<file path="src/rtl/sem_pkg.sv">
package sem_pkg;
   typedef enum logic [1:0] {
      OWN_NONE  = 2'd0,
      OWN_LEFT  = 2'd1,
      OWN_RIGHT = 2'd2
   } own_e;
endpackage

</file>
<file path="src/rtl/sem_port_dec.sv">
module sem_port_dec #(
   parameter int NUM_SEM = 8,
   parameter int ADR_W   = 16,
   parameter int DATA_W  = 8,
   localparam int SEL_W  = $clog2(NUM_SEM)
) (
   input  logic               sel,
   input  logic               we,
   input  logic [ADR_W-1:0]   addr,
   input  logic [DATA_W-1:0]  wdata,
   output logic [NUM_SEM-1:0] req,
   output logic [NUM_SEM-1:0] rel,
   output logic               rd_en,
   output logic [SEL_W-1:0]   idx
);
   logic wr_en;

   assign idx   = addr[SEL_W-1:0];
   assign wr_en = sel & we;
   assign rd_en = sel & ~we;

   for (genvar g = 0; g < NUM_SEM; g++) begin : g_dec
      assign req[g] = wr_en & (idx == SEL_W'(g)) & ~wdata[0];
      assign rel[g] = wr_en & (idx == SEL_W'(g)) &  wdata[0];
   end

   if (DATA_W > 1) begin : g_dbits
      logic unused_dbits;
      assign unused_dbits = ^wdata[DATA_W-1:1];
   end
   if (ADR_W > SEL_W) begin : g_abits
      logic unused_abits;
      assign unused_abits = ^addr[ADR_W-1:SEL_W];
   end
endmodule

</file>
<file path="src/rtl/sem_cell.sv">
module sem_cell
   import sem_pkg::*;
#(
   parameter bit LEFT_WINS = 1'b1
) (
   input  logic clk,
   input  logic rst_n,
   input  logic l_req,
   input  logic l_rel,
   input  logic r_req,
   input  logic r_rel,
   output logic own_l,
   output logic own_r
);
   own_e st_q, st_d;
   logic pend_l_q, pend_l_d, pend_r_q, pend_r_d;
   logic wait_l, wait_r, tie_left;

   if (LEFT_WINS) begin : g_prio_left
      assign tie_left = 1'b1;
   end else begin : g_prio_right
      assign tie_left = 1'b0;
   end

   assign wait_l = (pend_l_q | l_req) & ~l_rel;
   assign wait_r = (pend_r_q | r_req) & ~r_rel;

   always_comb begin
      st_d     = st_q;
      pend_l_d = pend_l_q;
      pend_r_d = pend_r_q;
      unique case (st_q)
         OWN_NONE: begin
            if (l_req && r_req) begin
               if (tie_left) begin
                  st_d     = OWN_LEFT;
                  pend_r_d = 1'b1;
               end else begin
                  st_d     = OWN_RIGHT;
                  pend_l_d = 1'b1;
               end
            end else if (l_req) begin
               st_d = OWN_LEFT;
            end else if (r_req) begin
               st_d = OWN_RIGHT;
            end
         end
         OWN_LEFT: begin
            pend_r_d = wait_r;
            if (l_rel) begin
               st_d     = wait_r ? OWN_RIGHT : OWN_NONE;
               pend_r_d = 1'b0;
            end
         end
         OWN_RIGHT: begin
            pend_l_d = wait_l;
            if (r_rel) begin
               st_d     = wait_l ? OWN_LEFT : OWN_NONE;
               pend_l_d = 1'b0;
            end
         end
         default: begin
            st_d     = OWN_NONE;
            pend_l_d = 1'b0;
            pend_r_d = 1'b0;
         end
      endcase
   end

   always_ff @(posedge clk or negedge rst_n) begin
      if (!rst_n) begin
         st_q     <= OWN_NONE;
         pend_l_q <= 1'b0;
         pend_r_q <= 1'b0;
      end else begin
         st_q     <= st_d;
         pend_l_q <= pend_l_d;
         pend_r_q <= pend_r_d;
      end
   end

   assign own_l = (st_q == OWN_LEFT);
   assign own_r = (st_q == OWN_RIGHT);
endmodule

</file>
<file path="src/rtl/sem_rd_reg.sv">
module sem_rd_reg #(
   parameter int DATA_W = 8
) (
   input  logic              clk,
   input  logic              rst_n,
   input  logic              rd_en,
   input  logic              view,
   output logic [DATA_W-1:0] rdata
);
   always_ff @(posedge clk or negedge rst_n) begin
      if (!rst_n)     rdata <= '1;
      else if (rd_en) rdata <= {DATA_W{view}};
   end
endmodule

</file>
<file path="src/rtl/sem_bank.sv">
module sem_bank #(
   parameter int NUM_SEM   = 8,
   parameter int ADR_W     = 16,
   parameter int DATA_W    = 8,
   parameter bit LEFT_WINS = 1'b1,
   localparam int SEL_W    = $clog2(NUM_SEM)
) (
   input  logic              clk,
   input  logic              rst_n,
   input  logic              l_sel,
   input  logic              l_we,
   input  logic [ADR_W-1:0]  l_addr,
   input  logic [DATA_W-1:0] l_wdata,
   output logic [DATA_W-1:0] l_rdata,
   input  logic              r_sel,
   input  logic              r_we,
   input  logic [ADR_W-1:0]  r_addr,
   input  logic [DATA_W-1:0] r_wdata,
   output logic [DATA_W-1:0] r_rdata
);
   if (NUM_SEM < 2 || (1 << SEL_W) != NUM_SEM) begin : g_bad_num
      $error("sem_bank: NUM_SEM must be a power of two, at least 2");
   end
   if (ADR_W < SEL_W) begin : g_bad_adr
      $error("sem_bank: ADR_W narrower than the latch index");
   end
   if (DATA_W < 1) begin : g_bad_data
      $error("sem_bank: DATA_W must be at least 1");
   end

   logic [NUM_SEM-1:0] l_req, l_rel, r_req, r_rel;
   logic [NUM_SEM-1:0] own_l_v, own_r_v;
   logic               l_rd, r_rd;
   logic [SEL_W-1:0]   l_idx, r_idx;

   sem_port_dec #(.NUM_SEM(NUM_SEM), .ADR_W(ADR_W), .DATA_W(DATA_W)) u_ldec (
      .sel(l_sel), .we(l_we), .addr(l_addr), .wdata(l_wdata),
      .req(l_req), .rel(l_rel), .rd_en(l_rd), .idx(l_idx));

   sem_port_dec #(.NUM_SEM(NUM_SEM), .ADR_W(ADR_W), .DATA_W(DATA_W)) u_rdec (
      .sel(r_sel), .we(r_we), .addr(r_addr), .wdata(r_wdata),
      .req(r_req), .rel(r_rel), .rd_en(r_rd), .idx(r_idx));

   for (genvar g = 0; g < NUM_SEM; g++) begin : g_cell
      sem_cell #(.LEFT_WINS(LEFT_WINS)) u_cell (
         .clk(clk), .rst_n(rst_n),
         .l_req(l_req[g]), .l_rel(l_rel[g]),
         .r_req(r_req[g]), .r_rel(r_rel[g]),
         .own_l(own_l_v[g]), .own_r(own_r_v[g]));
   end

   sem_rd_reg #(.DATA_W(DATA_W)) u_lrd (
      .clk(clk), .rst_n(rst_n), .rd_en(l_rd), .view(~own_l_v[l_idx]), .rdata(l_rdata));

   sem_rd_reg #(.DATA_W(DATA_W)) u_rrd (
      .clk(clk), .rst_n(rst_n), .rd_en(r_rd), .view(~own_r_v[r_idx]), .rdata(r_rdata));
endmodule

</file>
<file path="config.mk">
export PLATFORM = sky130hd
export DESIGN_NAME = sem_bank
export DESIGN_NICKNAME = d
export VERILOG_FILES = /design/src/rtl/sem_pkg.sv /design/src/rtl/sem_port_dec.sv /design/src/rtl/sem_cell.sv /design/src/rtl/sem_rd_reg.sv /design/src/rtl/sem_bank.sv
export SDC_FILE = /design/constraint.sdc
export NUM_CORES = 1
export LEC_CHECK = 0
export BUFFER_PORTS_ARGS = -buffer_cell sky130_fd_sc_hd__buf_2
export CAP_MARGIN = 10
export CELL_PAD_IN_SITES_DETAIL_PLACEMENT = 1
export CELL_PAD_IN_SITES_GLOBAL_PLACEMENT = 1
export CORE_UTILIZATION = 42
export CTS_CLUSTER_SIZE = 16
export DETAILED_ROUTE_END_ITERATION = 6
export HOLD_SLACK_MARGIN = 0.05
export PLACE_DENSITY = 0.95
export SLEW_MARGIN = 0
export SYNTH_ARGS = -nofsm -noshare
export SYNTH_HDL_FRONTEND = slang
export SYNTH_SLANG_ARGS = --single-unit
</file>
<file path="constraint.sdc">
create_clock -name clk -period 4.2 [get_ports clk]
set_input_delay 0.42 -clock clk [delete_from_list [all_inputs] [get_ports clk]]
set_output_delay 0.42 -clock clk [all_outputs]
set_load 0.05 [all_outputs]
</file>
==> results.yml, run 1 <==
sta:
  tns_ns: 0
  rsz0062_at_grt: "no"
  tightest_slew_ns: 0.781
  slew-limit-headroom_pct: 48.0
  timing.final.ws_setup_ns: 2.33
  clock_skew_ns: 0.00931
  period_share_pct: 44.5
  setup_violations: 0
  max_clock_freq_ghz: 0.535
  hold_violations: 0
  slew_viol_final: 0
  min_period_ns: 1.87
placed_design:
  gp_congestion: 0.907
  dp.cells: 382
  dp_hpwl_um: 5560
  pre_cts_ws_ns: 2.06
  port_buffers: 29
global_route:
  grt_pass1_wl_um: 13000
  antenna_found_initial: 0
  grt.overflow.total: 0
  grt_pass1_vias: 2603
  grt_max_degree: 35
  gr-usage-all-layers_pct: 26.5
final_layout:
  stdcell_count: 390
  layout_commonest_cell: "dfrtp_1"
  syn2layout_area_growth_pct: 5.19
  drive_gt1_share_pct: 14.6
  final_core_util_pct: 45.8
  antenna_cells: 0
  layout_common_cells: "dfrtp_1 (32), buf_2 (29), nor2_1 (19)"
  nNetsFinal: 368
worst_setup_path:
  start_kind: "input pin"
  required_ns: 4.39
  arrival_ns: 2.06
  crit_type: "in2reg"
  crit_fanout: 16
  worst_setup_path_end_kind: "register"
routing:
  drtIter0Drc: 201
  via_per_inst: 6.63
  firstDrtPassIters: 5
  wire_per_inst_um: 20.1
  drt-total-wl_um: 7820
  dr_total_vias: 2585
  drc: 0
  antenna_left: 0
pwr:
  leakagePower_nw: 1.05
  power.total_w: 0.00140
  power_density_nw_per_um2: 515
  irDropWorstVdd_mv: 0.298
floorplanning:
  core_um2: 5920
  dieArea_um2: 6460
  dieHeight_um: 80.4
  io_pins: 70
  row_count: 28
  die_width_um: 80.4
  start_util_pct: 43.6
synth:
  netlist_area_um2: 2580
  synth_nets: 367
  yosysSeqAreaShare_pct: 33.1
  synth_edf_count: 0
  syn_avg_cell_area_um2: 8.24
  yosysUniqueCellTypes: 65
  ys_seq_elements: 34
  synth_warnings: 0
  synthFlopType: "dfrtp_1"
  synthArstFlopShare_pct: 100
  synth_cells: 313
clock_network:
  htree_levels: 2
  clkSlewWorstSetupHoldPaths_ns: 0.08
  cts_tree: "done"
  clk_latency_ns: 0.30
  ctsHoldBuffers: 0
  cts_resized: 0
  cts-root-buf: "clkbuf_8"
  clock-sinks: 34
  cts_setup_buffers: 0
  clock_path_buffers: 2
  cts_inserted_buffers: 5
flow_run:
  cap_viol_max_count: 0
worst_hold_path:
  worstHoldPathType: "in2async"
outcome:
  status: "completed"
[flip-flops by register name, summed over array words and instances, names as in the netlist]
register and cells:
g_cell.u_cell.st_q 16, u_lrd.rdata 1, g_cell.u_cell.pend_l_q 8, g_cell.u_cell.pend_r_q 8
u_rrd.rdata 1
[layer usage]
layer  vias to the layer above  share of wire, %  global-route usage [%]
li1                       1180                 -                       -
met1                      1311                43                    33.3
met2                        76                50                    44.5
met3                        18               4.5                    4.55
met4                         0               2.3                    11.1
met5                         -                 0                       0
[synthesized netlist by cell type (all sizes together) (7+ instances only)]
master / n / area [µm²]
a211oi: 7 / 52.6
a21oi: 13 / 65.1
a31oi: 13 / 81.3
buf: 22 / 146
clkbuf: 13 / 50.0
dfrtp: 32 / 801
inv: 16 / 60.1
nand2: 16 / 60.1
nand2b: 7 / 43.8
nand3: 15 / 75.1
nor2: 19 / 71.3
nor2b: 14 / 87.6
nor3: 15 / 85.1
o21ai: 17 / 85.1
o31ai: 8 / 60.1
[logic make-up after synthesis]
logic type             after synthesis  share of synthesized area, %
multiplexers                         3                          1.84
flip-flops                          34                          33.1
AO/OA/AOI/OAI                      112                          31.1
AND/OR/NAND/NOR                    112                          23.9
buffers and inverters               52                          10.1
[stage by stage]
stage               hold WS, ns  instance area (µm²)
floorplan                 0.124                 2580
global placement          0.476                 2620
detailed placement        0.481                 2620
CTS                       0.222                 2710
global route              0.253                 2710
finish                    0.193                 2710
[worst max-delay path, stage by stage]
cell,delay [ns]
buf_2,0.33
clkinv_1,0.45
o31ai_1,0.48
o21ai_0,0.13
a22o_1,0.24
[final timing paths]
kind | startpoint | end | slack [ns] | cells past startpoint
setup reg to reg | g_cell[1].u_cell.st_q[1] | u_rrd.rdata[0] | 2.44 | 4
min in group clk | l_sel | u_lrd.rdata[0] | 0.39 | 2
hold / removal | rst_n | g_cell[1].u_cell.pend_l_q | 0.19 | 1
setup / recovery | l_wdata[0] | g_cell[3].u_cell.pend_r_q | 2.33 | 5
hold reg to reg | g_cell[6].u_cell.pend_l_q | g_cell[6].u_cell.pend_l_q | 0.50 | 1
max in group asynchronous | rst_n | g_cell[6].u_cell.pend_r_q | 3.50 | 1
[report_power, final]
group / switching, W / internal, W / total, W / leakage, nW
logic: 0.000369 / 0.000210 / 0.000578 / 0.588
clock network: 0.000127 / 0.000132 / 0.000259 / 0.0482
registers: 0.000134 / 0.000427 / 0.000561 / 0.417
[final cells by class]
cell class                      instances  area, µm²
Clock buffer                            7       86.3
Clock inverter                          1       5.00
Fill cell                             738       3210
Inverter                               17       63.8
Multi-Input combinational cell        227       1470
Sequential cell                        34        853
Tap cell                               75       93.8
Timing Repair Buffer                   29        145
(Power assumes the default switching activity.)
==> inputs of run 2 (changes only) <==
Settings changed: CORE_UTILIZATION 42 to 35, PLACE_DENSITY 0.95 to 0.85.
Clock period 4.2 ns to 1.7 ns, I/O delays scaled along.
==> results.yml, run 2 (same netlist as run 1, synthesis figures left out) <==
sta:
  setup_violations: 0
  tightest_slew_ns: 0.464
  max_clock_freq_ghz: 0.629
  clock_skew_ns: 0.00580
  period_share_pct: 93.5
  rsz0062_at_grt: "no"
  min_period_ns: 1.59
  slew_viol_final: 0
  hold_slack_ns: 0.148
  slew-limit-headroom_pct: 68.9
  hold_violations: 0
  tns_ns: 0
worst_setup_path:
  crit_type: "reg2reg"
  rrSetupSlack_ns: 0.11
  crit_fanout: 3
  arrival_ns: 1.81
  required_ns: 1.92
  worst_setup_path_end_kind: "register"
  start_kind: "register"
routing:
  dr_total_vias: 2669
  via_per_inst: 6.01
  drc: 0
  drt-total-wl_um: 8310
  firstDrtPassIters: 4
  drtIter0Drc: 255
  wire_per_inst_um: 18.7
  antenna_left: 0
pwr:
  pwr-share-comb_pct: 47.2
  power.total_w: 0.00363
  p_sw_share_pct: 44.0
  leakagePower_nw: 1.22
  irDropWorstVdd_mv: 0.527
  power_density_nw_per_um2: 1210
  clkPwrFrac_pct: 17.9
  switching_power_w: 0.00160
  power.internal_w: 0.00203
  seqPwrFrac_pct: 35.0
clock_network:
  clock_path_buffers: 2
  cts_inserted_buffers: 5
  cts-root-buf: "clkbuf_8"
  htree_levels: 2
  clkSlewWorstSetupHoldPaths_ns: 0.07
  cts_setup_buffers: 0
  cts_tree: "done"
  clock-sinks: 34
  clk_latency_ns: 0.29
global_route:
  antenna_found_initial: 0
  gr-usage-all-layers_pct: 23.2
  grt.overflow.total: 0
  grt_pass1_vias: 2807
  grt_max_degree: 35
  grt_pass1_wl_um: 13700
worst_hold_path:
  worstHoldPathType: "in2reg"
final_layout:
  antenna_cells: 0
  nFillCells: 846
  final_core_util_pct: 43.2
  multi_input_area_um2: 1470
  reg.largest.list: "g_cell.u_cell.st_q: 16 flops, g_cell.u_cell.pend_l_q: 8 flops, g_cell.u_cell.pend_r_q: 8 flops"
  regArea_um2: 853
  layout_common_cells: "dfrtp_1 (32), buf_4 (31), buf_2 (29)"
  top_register: "g_cell.u_cell.st_q"
  largest_reg_flops: 16
  nNetsFinal: 401
  layout_commonest_cell: "dfrtp_1"
  fin_area_um2: 3000
  drive_gt1_share_pct: 22.1
  syn2layout_area_growth_pct: 16.4
floorplanning:
  row_count: 30
  io_pins: 70
  die_width_um: 87.8
  dieArea_um2: 7710
  start_util_pct: 37.1
  core_um2: 6940
  dieHeight_um: 87.8
placed_design:
  gp_congestion: 0.901
  dp_hpwl_um: 6170
  port_buffers: 29
  postPlaceCellArea_um2: 2900
flow_run:
  cap_viol_max_count: 0
outcome:
  status: "completed"
run 2: changes by cell type in the layout (fill, tap and decap cells not counted), sizes merged:
| cell | previous run | this run |
|---|---|---|
| buf | 29 | 61 |
| dlygate4sd3 | 0 | 1 |
| clkinv | 2 | 1 |
| clkbuf | 7 | 8 |
run 2: worst max-delay path, stage by stage, from the launching register on:
cell and delay, ns:
dfrtp_1 0.39, nor2b_1 0.24, mux2i_1 0.14, mux4_2 0.48, mux2_4 0.27
run 2: cell type report:
cell class                 instances  area share, %
multi-input combinational        227           48.9
timing repair buffer              62           13.6
tap                               96           4.00
clock buffer                       8           3.00
sequential                        34           28.4
inverter                          17           2.13
run 2: power groups by stage:
stage	Sequential, W	Combinational (W)	Clock [W]
after detailed placement	0.00128	0.00170	0
after global routing	0.00131	0.00186	0.000700
after CTS	0.00127	0.00171	0.000661
after global placement	0.00127	0.00163	0
after floorplan	0.00127	0.00129	0
final	0.00127	0.00171	0.000648
run 2: metrics by stage:
step                setup slack, ns  cells
finish                        0.110    444
global route                0.00911    444
CTS                           0.107    444
detailed placement            0.135    435
global placement              0.147    435
floorplan                     0.112    313
run 2: metal layers:
metal	up-vias	wire (µm)	share of wire, %	global-route usage [%]
li1	1240	-	-	-
met1	1335	3640	44	28.6
met2	80	4070	49	40.2
met3	14	478	5.8	5.00
met4	0	123	1.5	7.75
met5	-	0	0	0
run 2: worst paths after layout:
| kind | startpoint | to | cells after the start |
|---|---|---|---|
| max | g_cell[3].u_cell.st_q[0] | u_rrd.rdata[0] | 4 |
| max in group asynchronous | rst_n | u_rrd.rdata[0] | 3 |
| min reg2reg | g_cell[6].u_cell.pend_l_q | g_cell[6].u_cell.pend_l_q | 1 |
| min in group asynchronous | rst_n | g_cell[2].u_cell.st_q[0] | 3 |
| min | l_sel | u_lrd.rdata[0] | 2 |
| max reg2reg | g_cell[3].u_cell.st_q[0] | u_rrd.rdata[0] | 4 |
run 2: repair_timing:
item / CTS / global route
hold endpoints to repair: 32 / 0
endpoints found under the setup margin: 0 / 1
gates resized for setup: 0 / 1
hold buffers: 1 / 0
